File: src/rtl/serial_rx_pkg.sv
package serial_rx_pkg;

  typedef enum logic [1:0] {
    IRQ_READY = 2'b00,
    IRQ_SUBF  = 2'b01,
    IRQ_FSYNC = 2'b10,
    IRQ_SERR  = 2'b11
  } irq_src_e;

endpackage

File: src/rtl/serial_rx_sync.sv
// Brings the serial pins into the system clock domain and marks the
// rising edge of the bit clock with a one-cycle tick.
module serial_rx_sync #(
  parameter int STAGES = 2
) (
  input  logic clk,
  input  logic rst,
  input  logic ser_clk,
  input  logic ser_dat,
  input  logic ser_fs,
  output logic bit_tick,
  output logic dat_s,
  output logic fs_s
);
  localparam int LAST = STAGES - 1;

  logic [STAGES-1:0] clk_sr;
  logic [STAGES-1:0] dat_sr;
  logic [STAGES-1:0] fs_sr;
  logic              clk_prev;

  always_ff @(posedge clk) begin
    if (rst) begin
      clk_sr   <= '0;
      dat_sr   <= '0;
      fs_sr    <= '0;
      clk_prev <= 1'b0;
    end else begin
      clk_sr   <= {clk_sr[STAGES-2:0], ser_clk};
      dat_sr   <= {dat_sr[STAGES-2:0], ser_dat};
      fs_sr    <= {fs_sr[STAGES-2:0], ser_fs};
      clk_prev <= clk_sr[LAST];
    end
  end

  assign bit_tick = clk_sr[LAST] & ~clk_prev;
  assign dat_s    = dat_sr[LAST];
  assign fs_s     = fs_sr[LAST];
endmodule

File: src/rtl/serial_rx_shift.sv
// Element assembly, frame tracking, subframe counting and sync-error
// detection. All outputs are registered one-cycle pulses plus data.
module serial_rx_shift #(
  parameter int ELEM_W = 8,
  parameter int SUBF_W = 4
) (
  input  logic              clk,
  input  logic              rst,
  input  logic              run,
  input  logic              bit_tick,
  input  logic              dat,
  input  logic              fs,
  input  logic [SUBF_W-1:0] subf_len,
  output logic              elem_done,
  output logic [ELEM_W-1:0] elem_data,
  output logic              fs_evt,
  output logic              err_evt,
  output logic              subf_end
);
  localparam int CNT_W = $clog2(ELEM_W + 1);
  localparam logic [CNT_W-1:0] LAST_BIT = CNT_W'(ELEM_W - 1);

  logic [ELEM_W-1:0] shreg;
  logic [CNT_W-1:0]  bit_cnt;
  logic [SUBF_W-1:0] sub_cnt;
  logic              in_frame;
  logic [ELEM_W-1:0] shreg_nx;

  assign shreg_nx = {shreg[ELEM_W-2:0], dat};

  always_ff @(posedge clk) begin
    if (rst || !run) begin
      shreg     <= '0;
      bit_cnt   <= '0;
      sub_cnt   <= '0;
      in_frame  <= 1'b0;
      elem_done <= 1'b0;
      elem_data <= '0;
      fs_evt    <= 1'b0;
      err_evt   <= 1'b0;
      subf_end  <= 1'b0;
    end else begin
      elem_done <= 1'b0;
      fs_evt    <= 1'b0;
      err_evt   <= 1'b0;
      subf_end  <= 1'b0;
      if (bit_tick) begin
        if (fs) begin
          // new frame: first bit of a fresh element
          fs_evt   <= 1'b1;
          err_evt  <= (bit_cnt != '0);
          in_frame <= 1'b1;
          shreg    <= {{(ELEM_W-1){1'b0}}, dat};
          bit_cnt  <= CNT_W'(1);
          sub_cnt  <= '0;
        end else if (in_frame) begin
          shreg <= shreg_nx;
          if (bit_cnt == LAST_BIT) begin
            bit_cnt   <= '0;
            elem_done <= 1'b1;
            elem_data <= shreg_nx;
            if (sub_cnt == subf_len) begin
              subf_end <= 1'b1;
              sub_cnt  <= '0;
            end else begin
              sub_cnt <= sub_cnt + 1'b1;
            end
          end else begin
            bit_cnt <= bit_cnt + 1'b1;
          end
        end
      end
    end
  end
endmodule

File: src/rtl/serial_rx_status.sv
// Buffer and data registers, ready flag, DMA strobe, sticky error and
// the interrupt source multiplexer.
module serial_rx_status
  import serial_rx_pkg::*;
#(
  parameter int ELEM_W = 8
) (
  input  logic              clk,
  input  logic              rst,
  input  logic              run,
  input  logic              elem_done,
  input  logic [ELEM_W-1:0] elem_data,
  input  logic              fs_evt,
  input  logic              err_evt,
  input  logic              subf_end,
  input  logic              rd_stb,
  input  logic [1:0]        irq_mode,
  output logic [ELEM_W-1:0] rd_data,
  output logic              rdy,
  output logic              irq,
  output logic              dma_evt,
  output logic              sync_err
);
  logic [ELEM_W-1:0] buf_q;
  logic              copy_pend;
  logic              rdy_d;
  logic              irq_d;
  logic              err_d;

  always_comb begin
    rdy_d = rdy;
    if (rd_stb)    rdy_d = 1'b0;
    if (copy_pend) rdy_d = 1'b1;
    if (!run)      rdy_d = 1'b0;
  end

  assign err_d = run & (sync_err | err_evt);

  always_comb begin
    unique case (irq_src_e'(irq_mode))
      IRQ_READY: irq_d = rdy_d;
      IRQ_SUBF:  irq_d = subf_end & run;
      IRQ_FSYNC: irq_d = fs_evt & run;
      IRQ_SERR:  irq_d = err_evt & run;
      default:   irq_d = 1'b0;
    endcase
  end

  always_ff @(posedge clk) begin
    if (rst) begin
      buf_q     <= '0;
      copy_pend <= 1'b0;
      rd_data   <= '0;
      rdy       <= 1'b0;
      irq       <= 1'b0;
      dma_evt   <= 1'b0;
      sync_err  <= 1'b0;
    end else begin
      if (elem_done) buf_q <= elem_data;
      copy_pend <= elem_done & run;
      if (copy_pend && run) rd_data <= buf_q;
      rdy      <= rdy_d;
      dma_evt  <= copy_pend & run;
      sync_err <= err_d;
      irq      <= irq_d;
    end
  end
endmodule

File: src/rtl/serial_rx_ready.sv
module serial_rx_ready #(
  parameter int ELEM_W      = 8,
  parameter int SUBF_W      = 4,
  parameter int SYNC_STAGES = 2
) (
  input  logic              clk,
  input  logic              rst,
  input  logic              rx_run,
  input  logic              ser_clk,
  input  logic              ser_dat,
  input  logic              ser_fs,
  input  logic [1:0]        irq_mode,
  input  logic [SUBF_W-1:0] subf_len,
  input  logic              rd_stb,
  output logic [ELEM_W-1:0] rd_data,
  output logic              rdy,
  output logic              irq,
  output logic              dma_evt,
  output logic              sync_err
);
  logic              bit_tick;
  logic              dat_s;
  logic              fs_s;
  logic              elem_done;
  logic [ELEM_W-1:0] elem_data;
  logic              fs_evt;
  logic              err_evt;
  logic              subf_end;

  serial_rx_sync #(.STAGES(SYNC_STAGES)) u_sync (
    .clk      (clk),
    .rst      (rst),
    .ser_clk  (ser_clk),
    .ser_dat  (ser_dat),
    .ser_fs   (ser_fs),
    .bit_tick (bit_tick),
    .dat_s    (dat_s),
    .fs_s     (fs_s)
  );

  serial_rx_shift #(.ELEM_W(ELEM_W), .SUBF_W(SUBF_W)) u_shift (
    .clk       (clk),
    .rst       (rst),
    .run       (rx_run),
    .bit_tick  (bit_tick),
    .dat       (dat_s),
    .fs        (fs_s),
    .subf_len  (subf_len),
    .elem_done (elem_done),
    .elem_data (elem_data),
    .fs_evt    (fs_evt),
    .err_evt   (err_evt),
    .subf_end  (subf_end)
  );

  serial_rx_status #(.ELEM_W(ELEM_W)) u_status (
    .clk       (clk),
    .rst       (rst),
    .run       (rx_run),
    .elem_done (elem_done),
    .elem_data (elem_data),
    .fs_evt    (fs_evt),
    .err_evt   (err_evt),
    .subf_end  (subf_end),
    .rd_stb    (rd_stb),
    .irq_mode  (irq_mode),
    .rd_data   (rd_data),
    .rdy       (rdy),
    .irq       (irq),
    .dma_evt   (dma_evt),
    .sync_err  (sync_err)
  );
endmodule

File: config.mk
export PLATFORM = sky130hd
export DESIGN_NAME = serial_rx_ready
export DESIGN_NICKNAME = d
export VERILOG_FILES = /design/src/rtl/serial_rx_pkg.sv /design/src/rtl/serial_rx_sync.sv /design/src/rtl/serial_rx_shift.sv /design/src/rtl/serial_rx_status.sv /design/src/rtl/serial_rx_ready.sv
export SDC_FILE = /design/constraint.sdc
export NUM_CORES = 1
export LEC_CHECK = 0
export BUFFER_PORTS_ARGS = -buffer_cell sky130_fd_sc_hd__clkbuf_2
export CAP_MARGIN = 5
export CORE_MARGIN = 3
export CORE_UTILIZATION = 30
export DETAILED_ROUTE_END_ITERATION = 10
export GPL_TIMING_DRIVEN = 1
export MAX_ROUTING_LAYER = met4
export PLACE_DENSITY_LB_ADDON = 0.12
export SLEW_MARGIN = 20
export SYNTH_ARGS = -nofsm -noshare
export SYNTH_HDL_FRONTEND = slang
export SYNTH_HIERARCHICAL = 1
export SYNTH_SLANG_ARGS = --single-unit
export TNS_END_PERCENT = 30
File: constraint.sdc
create_clock -name clk -period 1.6 [get_ports clk]
set_input_delay 0.24 -clock clk [delete_from_list [all_inputs] [get_ports clk]]
set_output_delay 0.24 -clock clk [all_outputs]
set_load 0.02 [all_outputs]
==> flow_metrics.tcl <==
set metrics [dict create \
    clkTransAtPathRegs_ns 0.10 \
    async_reset_ff_frac 0 \
    final_max_slew_viol_count 0 \
    timing.fmax_mhz 693 \
    core-area_um2 6910 \
    cts_buffer_depth 2 \
    wl_per_cell_um 11.3 \
    leakage_nw 0.906 \
    crit_chain "nor2b_1 -> and3b_1 -> and4b_4 -> mux2i_1 -> nor2_1" \
    grt-ovfl-total 0 \
    hold_path.class "input pin to flip-flop" \
    yosysWarnings 6 \
    ys.flop_type "dfxtp_1" \
    tns_ns 0 \
    area_growth_pct 14.4 \
    gp_congestion 0.771 \
    finish.utilization 0.359 \
    first_pass_iters 4 \
    rsz0062_at_grt "no" \
    numClockSinks 56 \
    synth_edf_count 0 \
    maxCapViolations 0 \
    cp-start-kind "flip-flop" \
    crit_path_end_kind "flip-flop" \
    fillers 756 \
    synth_area_leaders "dfxtp_1 (52%), mux2i_1 (8.3%), nor2_1 (5.9%), nor2b_1 (2.9%), nand2_1 (2.6%)" \
    final_common_cell "dfxtp_1" \
    path_max_fanout 11 \
    numPortBuffers 24 \
    multiInputGateArea_um2 941 \
    synth_area_um2 2170 \
    grtUsageTotal 0.105 \
    numCtsBuffers 5 \
    die-area_um2 8280 \
    ys_seq_area_frac 0.517 \
    cp_data_required_time_ns 1.80 \
    seq_area_um2 1120 \
    mostFrequentLayoutCells "dfxtp_1 (55), nor2_1 (34), clkbuf_2 (24)" \
    synthCells 216 \
    ys_seq_elements 56 \
    synth_cell_types 44 \
    arrival_ns 1.64 \
    cts.repair_timing.setup_buffer_count 0 \
    slowest_delay_ns 0.40 \
    outcome "complete, no violations" \
    detail-route-antenna-nets 0 \
    min_period_ns 1.44 \
    power_mw 2.26 \
    critPathKind "flip-flop to flip-flop" \
    synth_area_per_cell_um2 10.0 \
    irDropWorstVdd_mv 0.430 \
    boundaryPins 25 \
    dp_hpwl_um 2860 \
    grt_pass1_wl_um 6980 \
    antenna_cells 0 \
    clock_latency_ns 0.30 \
    rows 30 \
    synth_nets 232 \
    fin_skew_ns 0.00852 \
    tightestPinTransition_ns 0.645 \
    grt_max_degree 18 \
    antenna_found_initial 0 \
    drc 0 \
    cts_max_level 2 \
    slew_headroom 0.567 \
    p_per_area_nw_per_um2 910 \
    synth_top_area_cell "dfxtp_1" \
    drt_iter0_drc 86 \
    vias_per_cell 4.34 \
    cts_tree "built" \
    die_height_um 91.0 \
    drt-total-wl_um 3880 \
    die_w_um 91.0 \
    num_vias 1483 \
    drive_above_1_share 0.211 \
    first_global_vias 1455 \
    slowest_stage "and4b_4" \
    synth_top_area_share 0.517 \
    hold_viol 0 \
    min_period_over_period 0.902 \
    start_util 0.314 \
    cts-root-buf "clkbuf_8" \
    nets 261 \
    setup_viol 0 \
]
## synth_stat cells (all sizes together), types with 2 or more instances
master,n
dfxtp,56
nor2,34
mux2i,18
nand2,17
a21oi,12
nor2b,11
nand3,10
buf,9
a22oi,7
o21ai,6
inv,5
xnor2,4
ha,3
nand2b,3
and3b,2
clkbuf,2
o21a,2
## cell families after synthesis
group	share of synthesized area
AO/OA/AOI/OAI	0.102
XOR/XNOR	0.0202
adder cells (fa/ha/maj)	0.0173
buffers and inverters	0.0514
flip-flops	0.517
multiplexers	0.0831
AND/OR/NAND/NOR	0.208
## layer usage
layer  wire length, um  up-vias  global-route usage  part of all wire
met5                 0        -                   -                 0
met4                31        0              0.0377            0.0080
met2              1630       28               0.155              0.42
met1              2030      659               0.140              0.52
met3               180        4              0.0282             0.046
li1                  -      792                   -                 -
## where the power goes
group	switching (mW)	internal [mW]
sequential	0.00272	1.40
combinational	0.0505	0.0406
clock	0.449	0.312
## worst paths after layout
kind                                                  start                                 to  slack (ns)  cells after the start
worst max-delay path            u_sync/clk_sr[1]$_SDFF_PP0_  u_shift/elem_data[0]$_SDFFE_PP0P_        0.16                      5
worst min-delay path                                ser_clk        u_sync/clk_sr[0]$_SDFF_PP0_        0.14                      2
worst max register to register  u_sync/clk_sr[1]$_SDFF_PP0_  u_shift/elem_data[0]$_SDFFE_PP0P_        0.16                      5
worst min register to register  u_sync/dat_sr[0]$_SDFF_PP0_        u_sync/dat_sr[1]$_SDFF_PP0_        0.44                      1
## registers in the layout, summed over array words and instances (netlist names), 2 cells and up
register,cells
u_shift/bit_cnt,4
u_shift/sub_cnt,4
u_shift/shreg,7
u_sync/fs_sr,2
u_status/rd_data,8
u_sync/clk_sr,2
u_shift/elem_data,8
u_status/buf_q,8
u_sync/dat_sr,2
## through the flow
step	hold WS [ns]	instance area, um^2	setup slack [ns]	cells
after floorplan	0.312	2170	0.0358	216
after global placement	0.424	2380	0.109	334
after detailed placement	0.427	2380	0.142	334
after CTS	0.124	2470	0.107	342
after global routing	0.137	2480	0.0133	342
final	0.136	2480	0.157	342
## repair_timing
| item | 4_1_cts | 5_1_grt |
|---|---|---|
| hold buffers | 0 | 0 |
| hold endpoints to repair | 0 | 0 |
| endpoints found under the setup margin | 0 | 3 |
| gates resized for setup | 0 | 2 |
## cell type report
| cell class | count | share of cell area |
|---|---|---|
| Sequential cell | 56 | 0.453 |
| Clock inverter | 2 | 0.00656 |
| Multi-Input combinational cell | 144 | 0.380 |
| Timing Repair Buffer | 33 | 0.0757 |
| Inverter | 5 | 0.00757 |
| Tap cell | 96 | 0.0485 |
| Clock buffer | 6 | 0.0293 |
## worst max-delay path, delay by kind of cell (launching register included)
| family | cells | cell delay, ns |
|---|---|---|
| flops | 1 | 0.32 |
| mux | 1 | 0.21 |
| simple gates | 4 | 0.79 |
Note: power is estimated with default switching activity, not from simulation.
